[config.mk]
export PLATFORM = sky130hd
export DESIGN_NAME = tmr_ovf_idle
export DESIGN_NICKNAME = d
export VERILOG_FILES = /design/src/rtl/tmr_pkg.sv /design/src/rtl/tmr_tick_gen.sv /design/src/rtl/tmr_counter.sv /design/src/rtl/tmr_ctrl.sv /design/src/rtl/tmr_ovf_idle.sv
export SDC_FILE = /design/constraint.sdc
export NUM_CORES = 1
export LEC_CHECK = 0
export BUFFER_PORTS_ARGS = -buffer_cell sky130_fd_sc_hd__buf_4
export CAP_MARGIN = 0
export CORE_MARGIN = 5
export CORE_UTILIZATION = 40
export DETAILED_ROUTE_END_ITERATION = 8
export PLACE_DENSITY_LB_ADDON = 0.25
export SYNTH_ARGS = -nofsm -noshare
export SYNTH_HDL_FRONTEND = slang
export SYNTH_HIERARCHICAL = 1
export SYNTH_SLANG_ARGS = --single-unit
[constraint.sdc]
create_clock -name clk -period 1.45 [get_ports clk]
set_input_delay 0.435 -clock clk [delete_from_list [all_inputs] [get_ports clk]]
set_output_delay 0.435 -clock clk [all_outputs]
set_load 0.02 [all_outputs]
[src/rtl/tmr_pkg.sv]
// Package: shared types for the time-base counter block.
// Assumes nothing beyond IEEE 1800-2017 packages.
package tmr_pkg;

    // Source that advances the counter.
    typedef enum logic {
        SRC_CYCLE = 1'b0,   // one tick per instruction cycle
        SRC_EVENT = 1'b1    // one tick per external rising edge
    } tick_src_e;

    // Default counter width.
    localparam int unsigned TMR_W_DEF = 8;

    // Default synchroniser depth for the event input.
    localparam int unsigned SYNC_DEF = 2;

endpackage

[src/rtl/tmr_tick_gen.sv]
// Module: tmr_tick_gen
// Produces the one-clock tick that advances the counter.
// In cycle mode the tick is cyc_en itself. In event mode evt_in is
// synchronised through SYNC_STAGES flops and a rising edge yields one tick.
// Assumes evt_in pulses stay high and low for at least one clock after sync.
module tmr_tick_gen
    import tmr_pkg::*;
#(
    parameter tick_src_e   SRC         = SRC_CYCLE,
    parameter int unsigned SYNC_STAGES = SYNC_DEF
) (
    input  logic clk,
    input  logic rst_n,
    input  logic cyc_en,
    input  logic evt_in,
    output logic tick
);

    generate
        if (SRC == SRC_EVENT) begin : g_event
            logic [SYNC_STAGES-1:0] sync_q;
            logic                   last_q;
            logic                   unused_cyc;

            assign unused_cyc = cyc_en;

            // Shift the asynchronous event input through the synchroniser.
            always_ff @(posedge clk) begin
                if (!rst_n) begin
                    sync_q <= '0;
                end else begin
                    sync_q <= {sync_q[SYNC_STAGES-2:0], evt_in};
                end
            end

            // Remember the previous synchronised level for edge detection.
            always_ff @(posedge clk) begin
                if (!rst_n) begin
                    last_q <= 1'b0;
                end else begin
                    last_q <= sync_q[SYNC_STAGES-1];
                end
            end

            // One tick per rising edge of the synchronised event.
            always_comb begin
                tick = sync_q[SYNC_STAGES-1] & ~last_q;
            end
        end else begin : g_cycle
            logic unused_evt;

            assign unused_evt = evt_in;

            // Every enabled instruction cycle is a tick.
            always_comb begin
                tick = cyc_en;
            end
        end
    endgenerate

endmodule

[src/rtl/tmr_counter.sv]
// Module: tmr_counter
// The W-bit up-counter. A load has priority over a tick on the same clock.
// Flags a wrap when a tick takes the count from all ones to zero.
// Assumes ld_fire is already qualified by cycle enable and halt.
module tmr_counter #(
    parameter int unsigned W = 8
) (
    input  logic         clk,
    input  logic         rst_n,
    input  logic         tick,
    input  logic         ld_fire,
    input  logic [W-1:0] ld_val,
    output logic [W-1:0] count,
    output logic         wrap
);

    localparam logic [W-1:0] ALL_ONES = {W{1'b1}};

    logic [W-1:0] count_q;
    logic [W-1:0] count_d;

    // A wrap happens only on a tick that is not displaced by a load.
    always_comb begin
        wrap = tick & ~ld_fire & (count_q == ALL_ONES);
    end

    // Choose between load, increment and hold.
    always_comb begin
        if (ld_fire) begin
            count_d = ld_val;
        end else if (tick) begin
            count_d = count_q + 1'b1;
        end else begin
            count_d = count_q;
        end
    end

    // Counter state register.
    always_ff @(posedge clk) begin
        if (!rst_n) begin
            count_q <= '0;
        end else begin
            count_q <= count_d;
        end
    end

    assign count = count_q;

endmodule

[src/rtl/tmr_ctrl.sv]
// Module: tmr_ctrl
// Holds the sticky overflow flag and the idle halt.
// The flag is set by a wrap or by a load whose top bit is one. A test clears
// it, but a set on the same clock wins. Halt is entered by an idle request
// and left on a wrap.
// Assumes test_fire, idle_fire and ld_fire are already qualified.
module tmr_ctrl (
    input  logic clk,
    input  logic rst_n,
    input  logic wrap,
    input  logic ld_msb_set,
    input  logic test_fire,
    input  logic idle_fire,
    output logic skip_req,
    output logic halt
);

    logic flag_q;
    logic halt_q;
    logic flag_set;
    logic flag_clr;

    // Sources that set and clear the sticky flag.
    always_comb begin
        flag_set = wrap | ld_msb_set;
        flag_clr = test_fire & flag_q;
    end

    // The skip request reflects the flag as seen by the test.
    always_comb begin
        skip_req = test_fire & flag_q;
    end

    // Sticky overflow flag; a set beats a clear.
    always_ff @(posedge clk) begin
        if (!rst_n) begin
            flag_q <= 1'b0;
        end else begin
            flag_q <= flag_set | (flag_q & ~flag_clr);
        end
    end

    // Idle halt: entered on request, left on the next wrap.
    always_ff @(posedge clk) begin
        if (!rst_n) begin
            halt_q <= 1'b0;
        end else begin
            halt_q <= idle_fire | (halt_q & ~wrap);
        end
    end

    assign halt = halt_q;

endmodule

[src/rtl/tmr_ovf_idle.sv]
// Module: tmr_ovf_idle (top)
// Time-base counter with a sticky overflow flag, a skip-on-flag test and an
// idle halt. Strobes act only on cyc_en clocks while not halted. Idle is
// refused in event mode.
// Assumes strobes are mutually compatible single-cycle pulses from the core.
module tmr_ovf_idle
    import tmr_pkg::*;
#(
    parameter int unsigned W           = TMR_W_DEF,
    parameter tick_src_e   SRC         = SRC_CYCLE,
    parameter int unsigned SYNC_STAGES = SYNC_DEF
) (
    input  logic         clk,
    input  logic         rst_n,
    input  logic         cyc_en,
    input  logic         ld_stb,
    input  logic [W-1:0] ld_val,
    input  logic         test_stb,
    input  logic         idle_stb,
    input  logic         evt_in,
    output logic         skip_req,
    output logic         halt,
    output logic [W-1:0] count
);

    localparam logic IDLE_ALLOWED = (SRC == SRC_CYCLE);

    logic op_ok;
    logic ld_fire;
    logic test_fire;
    logic idle_fire;
    logic tick;
    logic wrap;

    // Qualify core strobes by cycle enable and the halt state.
    always_comb begin
        op_ok     = cyc_en & ~halt;
        ld_fire   = ld_stb & op_ok;
        test_fire = test_stb & op_ok;
        idle_fire = idle_stb & op_ok & IDLE_ALLOWED;
    end

    tmr_tick_gen #(
        .SRC         (SRC),
        .SYNC_STAGES (SYNC_STAGES)
    ) u_tick (
        .clk    (clk),
        .rst_n  (rst_n),
        .cyc_en (cyc_en),
        .evt_in (evt_in),
        .tick   (tick)
    );

    tmr_counter #(
        .W (W)
    ) u_cnt (
        .clk     (clk),
        .rst_n   (rst_n),
        .tick    (tick),
        .ld_fire (ld_fire),
        .ld_val  (ld_val),
        .count   (count),
        .wrap    (wrap)
    );

    tmr_ctrl u_ctrl (
        .clk        (clk),
        .rst_n      (rst_n),
        .wrap       (wrap),
        .ld_msb_set (ld_fire & ld_val[W-1]),
        .test_fire  (test_fire),
        .idle_fire  (idle_fire),
        .skip_req   (skip_req),
        .halt       (halt)
    );

endmodule

==> impl_metrics.tcl, run 1 <==
set metrics [dict create \
    status "finished, violations left" \
    violations "negative setup slack" \
    p_sw_mw 0.210 \
    comb_power_share_pct 23.5 \
    hp-class "input port to register" \
    min_period_ps 1510 \
    synth_xor_area_share_pct 5.96 \
    synth_nets 83 \
    swShare_pct 27.8 \
    gp_congestion 0.719 \
    seq_area_frac_synth_pct 34.0 \
    finalSetupViolCount 1 \
    antennaDiodeCount 0 \
    synth_warnings 6 \
    dieArea_mm2 0.00234 \
    fillers 131 \
    dp_cells 108 \
    die_x_um 48.3 \
    worstSetupStartpointType "register" \
    rsz0062_at_grt "true" \
    grt_max_degree 13 \
    vias 592 \
    clk_latency_ps 280 \
    cp_max_fo 2 \
    final_hold_viol_count 0 \
    worst_ep_required_time_ps 1020 \
    ios 25 \
    critPathCaptureType "output pin" \
    max_slew_margin_pct 85.3 \
    fin_ws_ps -55.9 \
    synth_top_family_by_area "simple AND/OR/NAND/NOR gates" \
    synthMuxAreaShare_pct 1.70 \
    rows 13 \
    timing.final.max_slew_violations 0 \
    intPower_mw 0.545 \
    antenna_found_initial 0 \
    io_buffers 23 \
    initial_core_util_pct 43.6 \
    syn-cell-area_um2 588 \
    post-route-drc-count 0 \
    max_freq_ghz 0.664 \
    grt_pass1_vias 576 \
    syn_to_final_growth_pct 46.2 \
    final_core_util_pct 63.7 \
    die_h_um 48.3 \
    power_density_mw_per_mm2 878 \
    multiInputGateArea_um2 363 \
    peakVddDrop_v 0.000489 \
    drt_iter0_markers 9 \
    viasPerCell 5.24 \
    overflow 0 \
    cts_hold_buf 0 \
    synthAdderAreaFrac_pct 2.13 \
    cts.sinks 10 \
    p_leak_nw 0.393 \
    cp.arrival_ps 1070 \
    stdcell_count 113 \
    clockPowerShare_pct 34.5 \
    drv_cap 0 \
    nNetsFinal 115 \
    wl_um 1420 \
    synth-compound-area-share_pct 16.8 \
    min_period_over_period_pct 104 \
    seqPwrFrac_pct 41.9 \
    cts.clk_slew.worst_paths_ps 80 \
    grt_pass1_wl_um 2410 \
    routedWlPerCell_um 12.5 \
    power.total_mw 0.755 \
    dp_hpwl_um 1090 \
    ys_types 32 \
    ff_latch_area_um2 201 \
    cts_tree "done" \
    grtUsageTotal_pct 12.9 \
    cts_max_level 1 \
    synthCells 67 \
    root_buffer "clkbuf_4" \
    ys_seq_elements 10 \
    drive_above_1_share_pct 44.9 \
    worst_slew_pin_slew_ps 221 \
    drt_pass1_iterations 3 \
    ant_nets 0 \
    clockBufferDepth 2 \
    criticalPathCategory "register to output pin" \
    syn_area_per_cell_um2 8.78 \
    clock_skew_ps 10.1 \
    synth-simple-area-share_pct 34.0 \
    cts-buffers-inserted 3 \
    core_mm2 0.00135 \
]
==> stage by stage <==
step                      hold WS, ps  setup WS (ps)  TNS, ps  instance area, um^2
final                             437          -55.9    -55.9                  860
after floorplan                   542           3.82        0                  596
after CTS                         433          -57.4    -57.4                  860
after global placement            527          -78.0     -143                  811
after global routing              447           -103     -103                  860
after detailed placement          536           -110     -182                  811
==> per-layer routing <==
metal	vias to the layer above	global-route usage, %	wire [um]
met5	-	0	0
met1	265	14.5	625
met2	16	20.0	667
li1	306	-	-
met4	0	9.68	40
met3	5	3.98	85
==> cells in the final DEF, fill, tap and decap left out, types with 2 or more instances in the layout <==
master	instances
clkbuf_4	3
nand2_1	5
buf_4	30
a21oi_1	2
and4b_1	2
and2_1	2
or3_1	2
xor2_1	2
xnor2_1	2
and3b_2	3
nand4_2	2
o21ai_0	9
dfxtp_1	9
a31oi_1	2
nor2b_1	2
nand3_1	3
==> critical path, cell delays in order, from the launching register on <==
cell,delay [ps]
dfxtp_2,330
and3b_2,210
and2_4,130
buf_6,120
==> sequential cells by signal (all words and copies together), names as in the netlist <==
signal and flops:
u_cnt/count 8, u_ctrl/flag_q 1, u_ctrl/halt 1
==> kinds of logic (layout without fill, tap and decap cells) <==
kind of cell / after synthesis / count (layout)
simple gates: 29 / 29
mux: 1 / 1
buf+inv: 5 / 36
xor+xnor: 4 / 4
flops: 10 / 10
compound gates: 17 / 17
fa+ha+maj: 1 / 1
==> cell type report <==
cell class | instances | area share, %
sequential | 10 | 23.4
inverter | 1 | 0.437
clock buffer | 4 | 4.22
timing repair buffer | 31 | 27.5
multi-input combinational | 52 | 42.2
tap | 15 | 2.18
==> power by group through the flow <==
stage | combinational (mW) | sequential, mW | clock (mW)
final | 0.178 | 0.316 | 0.261
after CTS | 0.180 | 0.316 | 0.268
after detailed placement | 0.174 | 0.324 | 0
after global routing | 0.193 | 0.321 | 0.281
after global placement | 0.171 | 0.323 | 0
after floorplan | 0.0675 | 0.348 | 0
==> Yosys cell counts (all sizes together) <==
| cell | number | area [um^2] |
|---|---|---|
| dfxtp | 10 | 200 |
| o21ai | 10 | 50.1 |
| nand2 | 5 | 18.8 |
| and2 | 4 | 26.3 |
| and3b | 3 | 30.0 |
| nand3 | 3 | 15.0 |
| nand4 | 3 | 31.3 |
| a21oi | 2 | 10.0 |
| a31oi | 2 | 12.5 |
| and4b | 2 | 20.0 |
| buf | 2 | 18.8 |
| clkbuf | 2 | 8.75 |
| nor2b | 2 | 12.5 |
| or3 | 2 | 12.5 |
| xnor2 | 2 | 17.5 |
| xor2 | 2 | 17.5 |
| ha | 1 | 12.5 |
| inv | 1 | 3.75 |
| mux2i | 1 | 10.0 |
| nand2b | 1 | 6.26 |
| nand3b | 1 | 7.51 |
| nor3 | 1 | 5.00 |
| nor3b | 1 | 7.51 |
| o211a | 1 | 10.0 |
| o21a | 1 | 7.51 |
| o31a | 1 | 8.76 |
| or4 | 1 | 7.51 |
==> timing repair <==
item,in CTS,in global routing
endpoints found under the hold margin,0,0
resized for setup,2,1
endpoints found under the setup margin,1,2
buffers inserted,1,0
pin swaps,1,2
==> path summary, 6_finish.rpt <==
path	start	to	slack [ps]	cells after the start
worst max-delay path	u_ctrl/halt	skip_req	-60	3
worst min-delay path	ld_val[4]	u_cnt/count[4]	440	3
worst max register to register	u_ctrl/halt	u_cnt/count[7]	80	5
worst min register to register	u_cnt/count[5]	u_cnt/count[5]	550	2
(Power assumes the default switching activity.)
==> run 2: changes to the inputs <==
- SYNTH_HIERARCHICAL: 1 -> default
==> impl_metrics.tcl, run 2 <==
set metrics [dict create \
    power.total_mw 0.702 \
    worstHoldEndpoint "u_ctrl.halt" \
    rows 13 \
    peakVddDrop_v 0.000613 \
    max_freq_ghz 0.693 \
    cts-buffers-inserted 3 \
    ff_latch_area_um2 211 \
    gp_congestion 0.764 \
    largest_reg_flops 8 \
    rr_startpoint "u_cnt.count[0]" \
    nNetsFinal 122 \
    antennaDiodeCount 0 \
    viasPerCell 5.21 \
    antenna_found_initial 0 \
    synth-main-ff-cell "dfxtp_1" \
    final_core_util_pct 68.6 \
    syn-cell-area_um2 566 \
    synthCells 69 \
    final_common_cell "buf_4" \
    final_hold_viol_count 0 \
    fin_ws_ps 6.89 \
    min_period_over_period_pct 99.5 \
    ys_types 30 \
    cts.sinks 10 \
    async_flop_share_pct 0 \
    synthTopCellsByCount "dfxtp_1 (10), nand2_1 (7), a21oi_1 (4), inv_1 (4), o21ai_0 (4)" \
    die_x_um 47.6 \
    vias 625 \
    synth_warnings 0 \
    clk_latency_ps 270 \
    pre_cts_slack_ps -55.9 \
    whs_ps 418 \
    worstReg2RegEnd "u_ctrl.halt" \
    timing.final.max_slew_violations 0 \
    wl_um 1530 \
    die_h_um 47.6 \
    stdcell_count 120 \
    r2r_setup_slack_ps 80 \
    tns_ps 0 \
    min_period_ps 1440 \
    worstSetupStartpointType "register" \
    grt_max_degree 9 \
    root_buffer "clkbuf_4" \
    overflow 0 \
    p_leak_nw 0.403 \
    min_path_cells 3 \
    ios 25 \
    core_mm2 0.00132 \
    io_buffers 23 \
    cts.clk_slew.worst_paths_ps 60 \
    fillers 114 \
    drive_above_1_share_pct 44.8 \
    grtUsageTotal_pct 15.5 \
    max_slew_margin_pct 83.1 \
    fin_area_um2 903 \
    drv_cap 0 \
    drt_iter0_markers 12 \
    dp_hpwl_um 1150 \
    hp-start "idle_stb" \
    dp_cells 115 \
    dieArea_mm2 0.00227 \
    worst_slew_pin_slew_ps 253 \
    grt_pass1_vias 606 \
    cts_max_level 1 \
    status "completed" \
    cts_hold_buf 0 \
    cts_tree "done" \
    cp_max_fo 2 \
    rr_worst_depth 5 \
    hp-class "input port to register" \
    post-route-drc-count 0 \
    clock_skew_ps 3.52 \
    critPathCaptureType "output pin" \
    worst_ep_required_time_ps 1020 \
    finalSetupViolCount 0 \
    synth_top_area_cell "dfxtp_1" \
    syn_to_final_growth_pct 59.7 \
    ant_nets 0 \
    syn_area_per_cell_um2 8.20 \
    final_cell_mix "buf_4 (33), nand2_1 (7), dfxtp_1 (7)" \
    seq_area_frac_synth_pct 35.4 \
    cp.arrival_ps 1010 \
    synth.top_cell.area_share_pct 35.4 \
    grt_pass1_wl_um 2450 \
    rsz0062_at_grt "true" \
    routedWlPerCell_um 12.7 \
    power_density_mw_per_mm2 777 \
    synth_most_common_cell "dfxtp_1" \
    clockBufferDepth 2 \
    criticalPathCategory "register to output pin" \
    drt_pass1_iterations 4 \
    place_area_um2 832 \
    multiInputGateArea_um2 373 \
    initial_core_util_pct 42.9 \
    ys_seq_elements 10 \
    synth_area_leaders "dfxtp_1 (35%), nand2_1 (4.6%), a211oi_1 (4.0%), nor3b_1 (4.0%), a21oi_1 (3.5%)" \
    synth_nets 85 \
    synth_edf_count 0 \
]
## run 2: cell count changes after synthesis, moves of 3 or more
cell / previous run / this run
a211oi_1: 0 / 3
o21ai_0: 10 / 4
nor2_1: 0 / 3
and3b_2: 3 / 0
inv_1: 1 / 4
## run 2: worst max-delay path, cell delays in order, from the launching register on
cell and delay [ps]:
dfxtp_4 350, nor2b_4 100, and3_1 170, buf_6 120
## run 2: power by group
group	total, mW	internal [mW]	switching [mW]	leakage, nW
Combinational	0.196	0.104	0.0920	0.304
Sequential	0.312	0.293	0.0186	0.0841
Clock	0.195	0.0995	0.0950	0.0154
Total	0.702	0.497	0.206	0.403
## run 2: cell type report
cell class	count	share of cell area (%)
clock inverter	1	0.416
timing repair buffer	34	28.7
sequential	10	23.4
tap	15	2.08
clock buffer	3	2.49
multi-input combinational	53	41.3
inverter	4	1.66
## run 2: metal layers
| metal | global-route usage (%) | share of wire (%) |
|---|---|---|
| met1 | 17.3 | 43 |
| met2 | 27.0 | 49 |
| met3 | 7.14 | 8.1 |
| met4 | 3.23 | 0 |
| met5 | 0 | 0 |
## run 2: what timing repair did
item / CTS / global route
endpoints found under the setup margin: 2 / 3
resized for setup: 5 / 5
setup buffers: 1 / 0
pin swaps: 1 / 2
## run 2: kinds of logic (layout without fill, tap and decap cells)
group / after synthesis / after routing / synth area share, %
AND/OR/NAND/NOR: 27 / 27 / 27.0
AO/OA/AOI/OAI: 21 / 21 / 24.6
flip-flops: 10 / 10 / 35.4
buffers and inverters: 6 / 42 / 3.98
XOR/XNOR: 2 / 2 / 3.10
multiplexers: 2 / 2 / 3.76
adder cells (fa/ha/maj): 1 / 1 / 2.21
## run 2: worst max-delay path by stage
stage / from / to / slack [ps] / depth (start not counted)
2_1_floorplan: u_cnt.count[0] / u_ctrl.halt / 20 / 5
4_1_cts: u_ctrl.halt / skip_req / -0.8 / 3
3_5_place_dp: cyc_en / u_ctrl.halt / -60 / 5
6_report: u_ctrl.halt / skip_req / 7 / 3
5_1_grt: u_ctrl.halt / skip_req / -30 / 3
3_3_place_gp: cyc_en / u_ctrl.halt / -30 / 5
